**config.mk**
```make
export PLATFORM = sky130hd
export DESIGN_NAME = rf_trip_interlock
export DESIGN_NICKNAME = d
export VERILOG_FILES = /design/src/rtl/rf_trip_pkg.sv /design/src/rtl/rf_trip_chan.sv /design/src/rtl/rf_trip_prio.sv /design/src/rtl/rf_trip_interlock.sv
export SDC_FILE = /design/constraint.sdc
export NUM_CORES = 1
export LEC_CHECK = 0
export BUFFER_PORTS_ARGS = -buffer_cell sky130_fd_sc_hd__buf_2
export CAP_MARGIN = 20
export CORE_MARGIN = 2
export CORE_UTILIZATION = 58
export CTS_CLUSTER_SIZE = 24
export DETAILED_ROUTE_END_ITERATION = 8
export PLACE_DENSITY = 0.9
export SYNTH_ARGS = -nofsm -noshare
export SYNTH_HDL_FRONTEND = slang
export SYNTH_SLANG_ARGS = --single-unit
```
**constraint.sdc**
```tcl
create_clock -name clk_i -period 4.4 [get_ports clk_i]
set_input_delay 0.66 -clock clk_i [delete_from_list [all_inputs] [get_ports clk_i]]
set_output_delay 0.66 -clock clk_i [all_outputs]
set_load 0.02 [all_outputs]
```
**src/rtl/rf_trip_pkg.sv**
```systemverilog
package rf_trip_pkg;
  localparam int unsigned N_CH_DEF  = 8;
  localparam int unsigned N_ARC_DEF = 14;
  localparam int unsigned N_SW_DEF  = 4;

  function automatic int unsigned code_w(input int unsigned n_src);
    return $clog2(n_src + 1);
  endfunction
endpackage

```
**src/rtl/rf_trip_chan.sv**
```systemverilog
module rf_trip_chan #(
  parameter int unsigned PWR_W = 12,
  parameter int unsigned TMR_W = 16
) (
  input  logic             clk_i,
  input  logic             rst_ni,
  input  logic             gate_i,
  input  logic             en_i,
  input  logic [PWR_W-1:0] pwr_i,
  input  logic [PWR_W-1:0] thr_i,
  input  logic [TMR_W-1:0] lim_i,
  output logic             fault_o
);
  logic             over;
  logic [TMR_W-1:0] run_q;

  assign over = gate_i && (pwr_i > thr_i);

  // run_q = consecutive earlier cycles above threshold, saturating
  always_ff @(posedge clk_i or negedge rst_ni) begin
    if (!rst_ni)          run_q <= '0;
    else if (!over)       run_q <= '0;
    else if (run_q != '1) run_q <= run_q + 1'b1;
  end

  assign fault_o = en_i && over && (run_q >= lim_i);
endmodule

```
**src/rtl/rf_trip_prio.sv**
```systemverilog
module rf_trip_prio #(
  parameter int unsigned N  = 27,
  parameter int unsigned CW = $clog2(N + 1)
) (
  input  logic [N-1:0]  req_i,
  output logic [CW-1:0] code_o
);
  always_comb begin
    code_o = '0;
    for (int i = N - 1; i >= 0; i--) begin
      if (req_i[i]) code_o = CW'(i + 1);
    end
  end
endmodule

```
**src/rtl/rf_trip_interlock.sv**
```systemverilog
module rf_trip_interlock
  import rf_trip_pkg::*;
#(
  parameter int unsigned N_CH  = N_CH_DEF,
  parameter int unsigned N_ARC = N_ARC_DEF,
  parameter int unsigned N_SW  = N_SW_DEF,
  parameter int unsigned PWR_W = 12,
  parameter int unsigned TMR_W = 16,
  localparam int unsigned N_SRC = 1 + N_CH + N_ARC + N_SW,
  localparam int unsigned CW    = code_w(N_SRC)
) (
  input  logic                   clk_i,
  input  logic                   rst_ni,
  input  logic                   gate_i,
  input  logic [N_CH*PWR_W-1:0]  pwr_i,
  input  logic [N_CH*PWR_W-1:0]  thresh_i,
  input  logic [N_CH*TMR_W-1:0]  limit_i,
  input  logic [N_CH-1:0]        ch_en_i,
  input  logic [N_ARC-1:0]       arc_i,
  input  logic [N_ARC-1:0]       arc_en_i,
  input  logic [N_SW-1:0]        sw_i,
  input  logic [N_SW-1:0]        sw_en_i,
  input  logic                   vac_ok_i,
  input  logic                   clear_i,
  output logic                   trip_a_o,
  output logic                   trip_b_o,
  output logic [CW-1:0]          cause_o
);
  logic [N_CH-1:0]  ch_fault;
  logic [N_SRC-1:0] src_fault;
  logic [CW-1:0]    first_code;
  logic             any_fault;
  logic             trip_a_q, trip_b_q;
  logic [CW-1:0]    cause_q;

  for (genvar k = 0; k < N_CH; k++) begin : g_ch
    rf_trip_chan #(.PWR_W(PWR_W), .TMR_W(TMR_W)) u_chan (
      .clk_i   (clk_i),
      .rst_ni  (rst_ni),
      .gate_i  (gate_i),
      .en_i    (ch_en_i[k]),
      .pwr_i   (pwr_i[k*PWR_W +: PWR_W]),
      .thr_i   (thresh_i[k*PWR_W +: PWR_W]),
      .lim_i   (limit_i[k*TMR_W +: TMR_W]),
      .fault_o (ch_fault[k])
    );
  end

  // source order sets code and priority: vacuum, channels, arcs, software
  assign src_fault = {sw_i & sw_en_i, arc_i & arc_en_i, ch_fault, ~vac_ok_i};
  assign any_fault = |src_fault;

  rf_trip_prio #(.N(N_SRC), .CW(CW)) u_prio (
    .req_i  (src_fault),
    .code_o (first_code)
  );

  always_ff @(posedge clk_i or negedge rst_ni) begin
    if (!rst_ni) begin
      cause_q <= '0;
    end else if (!trip_a_q) begin
      if (any_fault) cause_q <= first_code;
    end else if (clear_i && !any_fault) begin
      cause_q <= '0;
    end
  end

  // two independent latches feed the redundant lines
  always_ff @(posedge clk_i or negedge rst_ni) begin
    if (!rst_ni)                        trip_a_q <= 1'b0;
    else if (any_fault)                 trip_a_q <= 1'b1;
    else if (clear_i)                   trip_a_q <= 1'b0;
  end

  always_ff @(posedge clk_i or negedge rst_ni) begin
    if (!rst_ni)                        trip_b_q <= 1'b0;
    else if (any_fault)                 trip_b_q <= 1'b1;
    else if (clear_i)                   trip_b_q <= 1'b0;
  end

  assign trip_a_o = trip_a_q;
  assign trip_b_o = trip_b_q;
  assign cause_o  = cause_q;
endmodule

```
==> flow_summary.html <==
<table>
<tr><th>Metric</th><th>Value</th></tr>
<tr><th colspan="2">Flow run</th></tr>
<tr><td>Maxcap violations</td><td>0</td></tr>
<tr><th colspan="2">Floorplanning</th></tr>
<tr><td>Die outline width</td><td>150.2 um</td></tr>
<tr><td>Row cnt</td><td>53</td></tr>
<tr><td>Number of top-level pins</td><td>between 300 and 400</td></tr>
<tr><td>Die height</td><td>about 150 um</td></tr>
<tr><td>Die area</td><td>22560 um2</td></tr>
<tr><td>Core footprint</td><td>between 20000 and 25000 um2</td></tr>
<tr><td>Starting utilization of the core area</td><td>between 50% and 60%</td></tr>
<tr><th colspan="2">Setup path</th></tr>
<tr><td>CP bufs+invs</td><td>2</td></tr>
<tr><td>Most repeated library cell on the critical path</td><td>a221o_1</td></tr>
<tr><td>Family with the most delay on the worst path</td><td>simple AND/OR/NAND/NOR gates</td></tr>
<tr><td>Series of cell instances along the critical path</td><td>buf_2, ha_1, a21o_1, a221o_1, a221o_1, o221ai_2, buf_4, or3b_2, nand2_2, nor4_1, and3_1, o21ai_0</td></tr>
<tr><td>Crit-path max FO</td><td>17</td></tr>
<tr><td>Required time at the worst-slack endpoint</td><td>4690 ps</td></tr>
<tr><td>Data arrival time of the worst path</td><td>3500 ps</td></tr>
<tr><td>CP endpoint kind</td><td>flip-flop</td></tr>
<tr><td>Startpoint class of the critical path</td><td>input pin</td></tr>
<tr><td>Slowest library cell on the worst path</td><td>nor4_1</td></tr>
<tr><td>Kind of critical path</td><td>in2reg</td></tr>
<tr><td>Delay of the slowest critical-path stage</td><td>630 ps</td></tr>
<tr><th colspan="2">Min path</th></tr>
<tr><td>Worst min path class</td><td>in2async</td></tr>
<tr><th colspan="2">Drt</th></tr>
<tr><td>Met3 routed wirelength</td><td>2266 um</td></tr>
<tr><td>Initial drt markers</td><td>562</td></tr>
<tr><td>Via/cell ratio</td><td>5.712</td></tr>
<tr><td>Total wire length after detailed routing</td><td>~35000 um</td></tr>
<tr><td>Count of antenna-violating nets left after detailed routing</td><td>0</td></tr>
<tr><td>Met2 routed WL</td><td>~19000 um</td></tr>
<tr><td>Routed len/inst</td><td>between 15 and 20 um</td></tr>
<tr><td>Residual DRC count</td><td>0</td></tr>
<tr><td>DR vias</td><td>12.42k</td></tr>
<tr><td>Uppermost routed layer</td><td>met4</td></tr>
<tr><td>Number of optimization iterations in the first detailed-route pass</td><td>5</td></tr>
<tr><td>Wire length the detailed router placed on met1</td><td>13790 um</td></tr>
<tr><th colspan="2">Layout</th></tr>
<tr><td>Most used cells in the layout excluding fill and tap cells</td><td>buf_2, inv_1, ha_1</td></tr>
<tr><td>Layout overhead on the synthesized area</td><td>22.75%</td></tr>
<tr><td>Number of cells in the finished layout apart from fillers</td><td>~2.2k</td></tr>
<tr><td>Fin nets</td><td>2485</td></tr>
<tr><td>Fraction of layout instances using a drive strength above 1</td><td>23.04%</td></tr>
<tr><td>Leading cell type in the layout, fill and taps excluded</td><td>buf_2</td></tr>
<tr><td>Fillers</td><td>1565</td></tr>
<tr><th colspan="2">Timing</th></tr>
<tr><td>Post-route clock skew</td><td>roughly 9.5 ps</td></tr>
<tr><td>Final TNS setup</td><td>0 ps</td></tr>
<tr><td>Count of final setup violators</td><td>0</td></tr>
<tr><td>Worst rel slew slack</td><td>42.01%</td></tr>
<tr><td>Highest Clock Rate</td><td>311.5 MHz</td></tr>
<tr><td>Min Clock Period, post-route</td><td>3210 ps</td></tr>
<tr><td>Final period util</td><td>approximately 73%</td></tr>
<tr><td>Final Slew Violations</td><td>0</td></tr>
<tr><td>Setup repair after global routing missed its margin</td><td>false</td></tr>
<tr><td>Worst Tran Pin Value</td><td>861.9 ps</td></tr>
<tr><td>Hold violation total from the final report</td><td>0</td></tr>
<tr><th colspan="2">CTS</th></tr>
<tr><td>CTS hold repair buffers</td><td>0</td></tr>
<tr><td>Largest buffer count on any clock path</td><td>2</td></tr>
<tr><td>Number of buffers created by CTS</td><td>17</td></tr>
<tr><td>Clock tree from TritonCTS</td><td>done</td></tr>
<tr><td>Number of buffers added for setup after CTS</td><td>0</td></tr>
<tr><td>H-Tree Level Count</td><td>4</td></tr>
<tr><td>Clock-pin slew on the worst setup and hold paths</td><td>60 ps</td></tr>
<tr><td>Latest clock arrival within the worst-skew pair</td><td>420 ps</td></tr>
<tr><td>Number of instances resized during post-cts repair</td><td>0</td></tr>
<tr><td>Number of sinks on the clock net</td><td>134</td></tr>
<tr><td>Clock Tree Root</td><td>clkbuf_16</td></tr>
<tr><th colspan="2">Logic synthesis</th></tr>
<tr><td>Parity-gate share of the synthesized area counting xor and xnor cells</td><td>5.722%</td></tr>
<tr><td>Basic-gate share of the synthesized area counting and, or, nand and nor cells</td><td>20.24%</td></tr>
<tr><td>Per-instance average area after synthesis</td><td>8.293 um2</td></tr>
<tr><td>Number of storage elements in the synthesis netlist</td><td>134</td></tr>
<tr><td>Mux contribution to synthesized area</td><td>1.050%</td></tr>
<tr><td>Number of distinct standard cells referenced by the synthesized netlist</td><td>64</td></tr>
<tr><td>Async S/R FF share, synth</td><td>100.0%</td></tr>
<tr><td>Warnings from Yosys</td><td>0</td></tr>
<tr><td>Ys flop type</td><td>dfrtp_1</td></tr>
<tr><td>Net Count, Synth</td><td>2096</td></tr>
<tr><td>Portion of the post-synthesis area used by sequential elements</td><td>27.05%</td></tr>
<tr><td>EDFF count, synth</td><td>0</td></tr>
<tr><td>Largest family of logic cells by synthesized area</td><td>adder cells</td></tr>
<tr><td>Post-Syn Instances</td><td>1495</td></tr>
<tr><td>Adder-cell area share of the yosys netlist</td><td>a little under a quarter</td></tr>
<tr><td>Compound-gate portion of the synthesized area</td><td>14.70%</td></tr>
<tr><td>Cell area after technology mapping</td><td>12400 um2</td></tr>
<tr><th colspan="2">Power</th></tr>
<tr><td>Share of power burned in registers</td><td>approximately 38%</td></tr>
<tr><td>Combinational group share of total power</td><td>19.9%</td></tr>
<tr><td>Leakage component of the power</td><td>between 0.008 and 0.009 uW</td></tr>
<tr><td>Pwr Density</td><td>218.1 nW/um2</td></tr>
<tr><td>Power spent charging and discharging nets</td><td>between 900 and 1000 uW</td></tr>
<tr><td>Maximum vdd drop</td><td>0.2574 mV</td></tr>
<tr><td>Switching share of total power</td><td>28.73%</td></tr>
<tr><td>Internal power summed over all cells</td><td>approximately 2400 uW</td></tr>
<tr><td>Clock power frac</td><td>a little over two fifths</td></tr>
<tr><th colspan="2">Global routing</th></tr>
<tr><td>Vias in the first global route</td><td>between 10k and 15k</td></tr>
<tr><td>First-pass GRT wire length</td><td>between 50000 and 60000 um</td></tr>
<tr><td>Total congestion overflow after global routing</td><td>0</td></tr>
<tr><td>Antenna violations before repair</td><td>0</td></tr>
<tr><td>Pin count of the biggest net entering global routing</td><td>a little under 80</td></tr>
<tr><td>GRT Total Usage</td><td>31.50%</td></tr>
<tr><th colspan="2">Placement</th></tr>
<tr><td>DP HPWL</td><td>~30000 um</td></tr>
<tr><td>Port bufs</td><td>375</td></tr>
<tr><td># placed instances</td><td>between 2k and 2.5k</td></tr>
<tr><td>Gp weighted congestion</td><td>0.9972</td></tr>
<tr><th colspan="2">Outcome</th></tr>
<tr><td>Run status</td><td>finished clean</td></tr>
</table>
[synthesized netlist by cell type, types with 13 or more instances]
library cell	count	area [um2]
a211oi_1	20	150.1
a21o_1	22	165.2
a21oi_1	87	435.4
a31oi_1	14	87.58
and3_1	27	168.9
dfrtp_1	134	3353
ha_1	232	2903
inv_1	242	908.4
mux2i_1	13	130.1
nand2_1	97	364.1
nand3_1	69	345.3
nand4_1	54	337.8
nor2_1	142	533.0
nor2b_1	19	118.9
nor3_1	30	150.1
o21ai_0	50	250.2
or3_1	17	106.4
xnor2_1	31	271.5
xor2_1	50	437.9
[registers in the layout, summed over array words and instances (netlist names)]
signal	count
trip_b_o	1
g_ch.u_chan.run_q	128
cause_o	5
[power by group through the flow]
stage / Sequential [uW] / Combinational (uW) / Clock, uW
final: 1260 / 659 / 1400
after global routing: 1260 / 741 / 1470
after CTS: 1260 / 659 / 1410
after detailed placement: 1280 / 654 / 0
after global placement: 1280 / 628 / 0
after floorplan: 1290 / 324 / 0
[final cells by class]
cell class	instances	area [um2]	share of cell area (%)
Clock inverter	13	121.4	0.7975
Tap cell	275	344.1	2.261
Multi-Input combinational cell	1104	8075	53.06
Sequential cell	134	3353	22.03
Clock buffer	19	452.9	2.976
Antenna cell	2	5.005	0.03289
Timing Repair Buffer	385	1958	12.87
Inverter	242	908.4	5.969
[through the flow]
step	setup WS, ps	area (um2)	power, uW	hold slack (ps)	util [%]
2_1_floorplan	1239	12400	1611	364.4	-
3_3_place_gp	937.5	14640	1912	520.0	69.64
3_5_place_dp	817.3	14640	1939	546.6	69.64
4_1_cts	1231	15210	3329	307.3	72.37
5_1_grt	944.2	15210	3473	326.6	72.37
6_report	1190	15220	3319	259.0	72.39
[kinds of logic (layout without fill, tap and decap cells)]
group                    count (synthesis)  after routing
flip-flops                             134            134
adder cells (fa/ha/maj)                232            232
XOR/XNOR                                81             81
multiplexers                            13             13
AO/OA/AOI/OAI                          272            272
AND/OR/NAND/NOR                        506            506
buffers and inverters                  257            659
other                                    0              2
[worst reg2reg max path: cells and delay by family (launching register included)]
family          cells  cell delay (ps)
fa+ha+maj           1              310
simple gates        4             1200
flops               1              430
compound gates      5             1000
[layer usage]
layer | vias to the layer above | GRT usage [%]
met4 | 0 | 10.85
met3 | 59 | 6.485
met5 | - | 0
met1 | 5862 | 35.29
li1 | 6028 | -
met2 | 468 | 59.04
[path summary, 6_finish.rpt]
kind	from	endpoint	slack (ps)	cells past startpoint
hold reg to reg	g_ch[6].u_chan.run_q[12]	g_ch[6].u_chan.run_q[12]	560	1
hold / removal	rst_ni	g_ch[7].u_chan.run_q[8]	260	1
min in group clk_i	clear_i	trip_b_o	470	2
max in group asynchronous	rst_ni	g_ch[6].u_chan.run_q[9]	3220	2
setup / recovery	pwr_i[41]	cause_o[2]	1190	12
setup reg to reg	g_ch[3].u_chan.run_q[2]	cause_o[2]	1320	10
(Power assumes the default switching activity.)
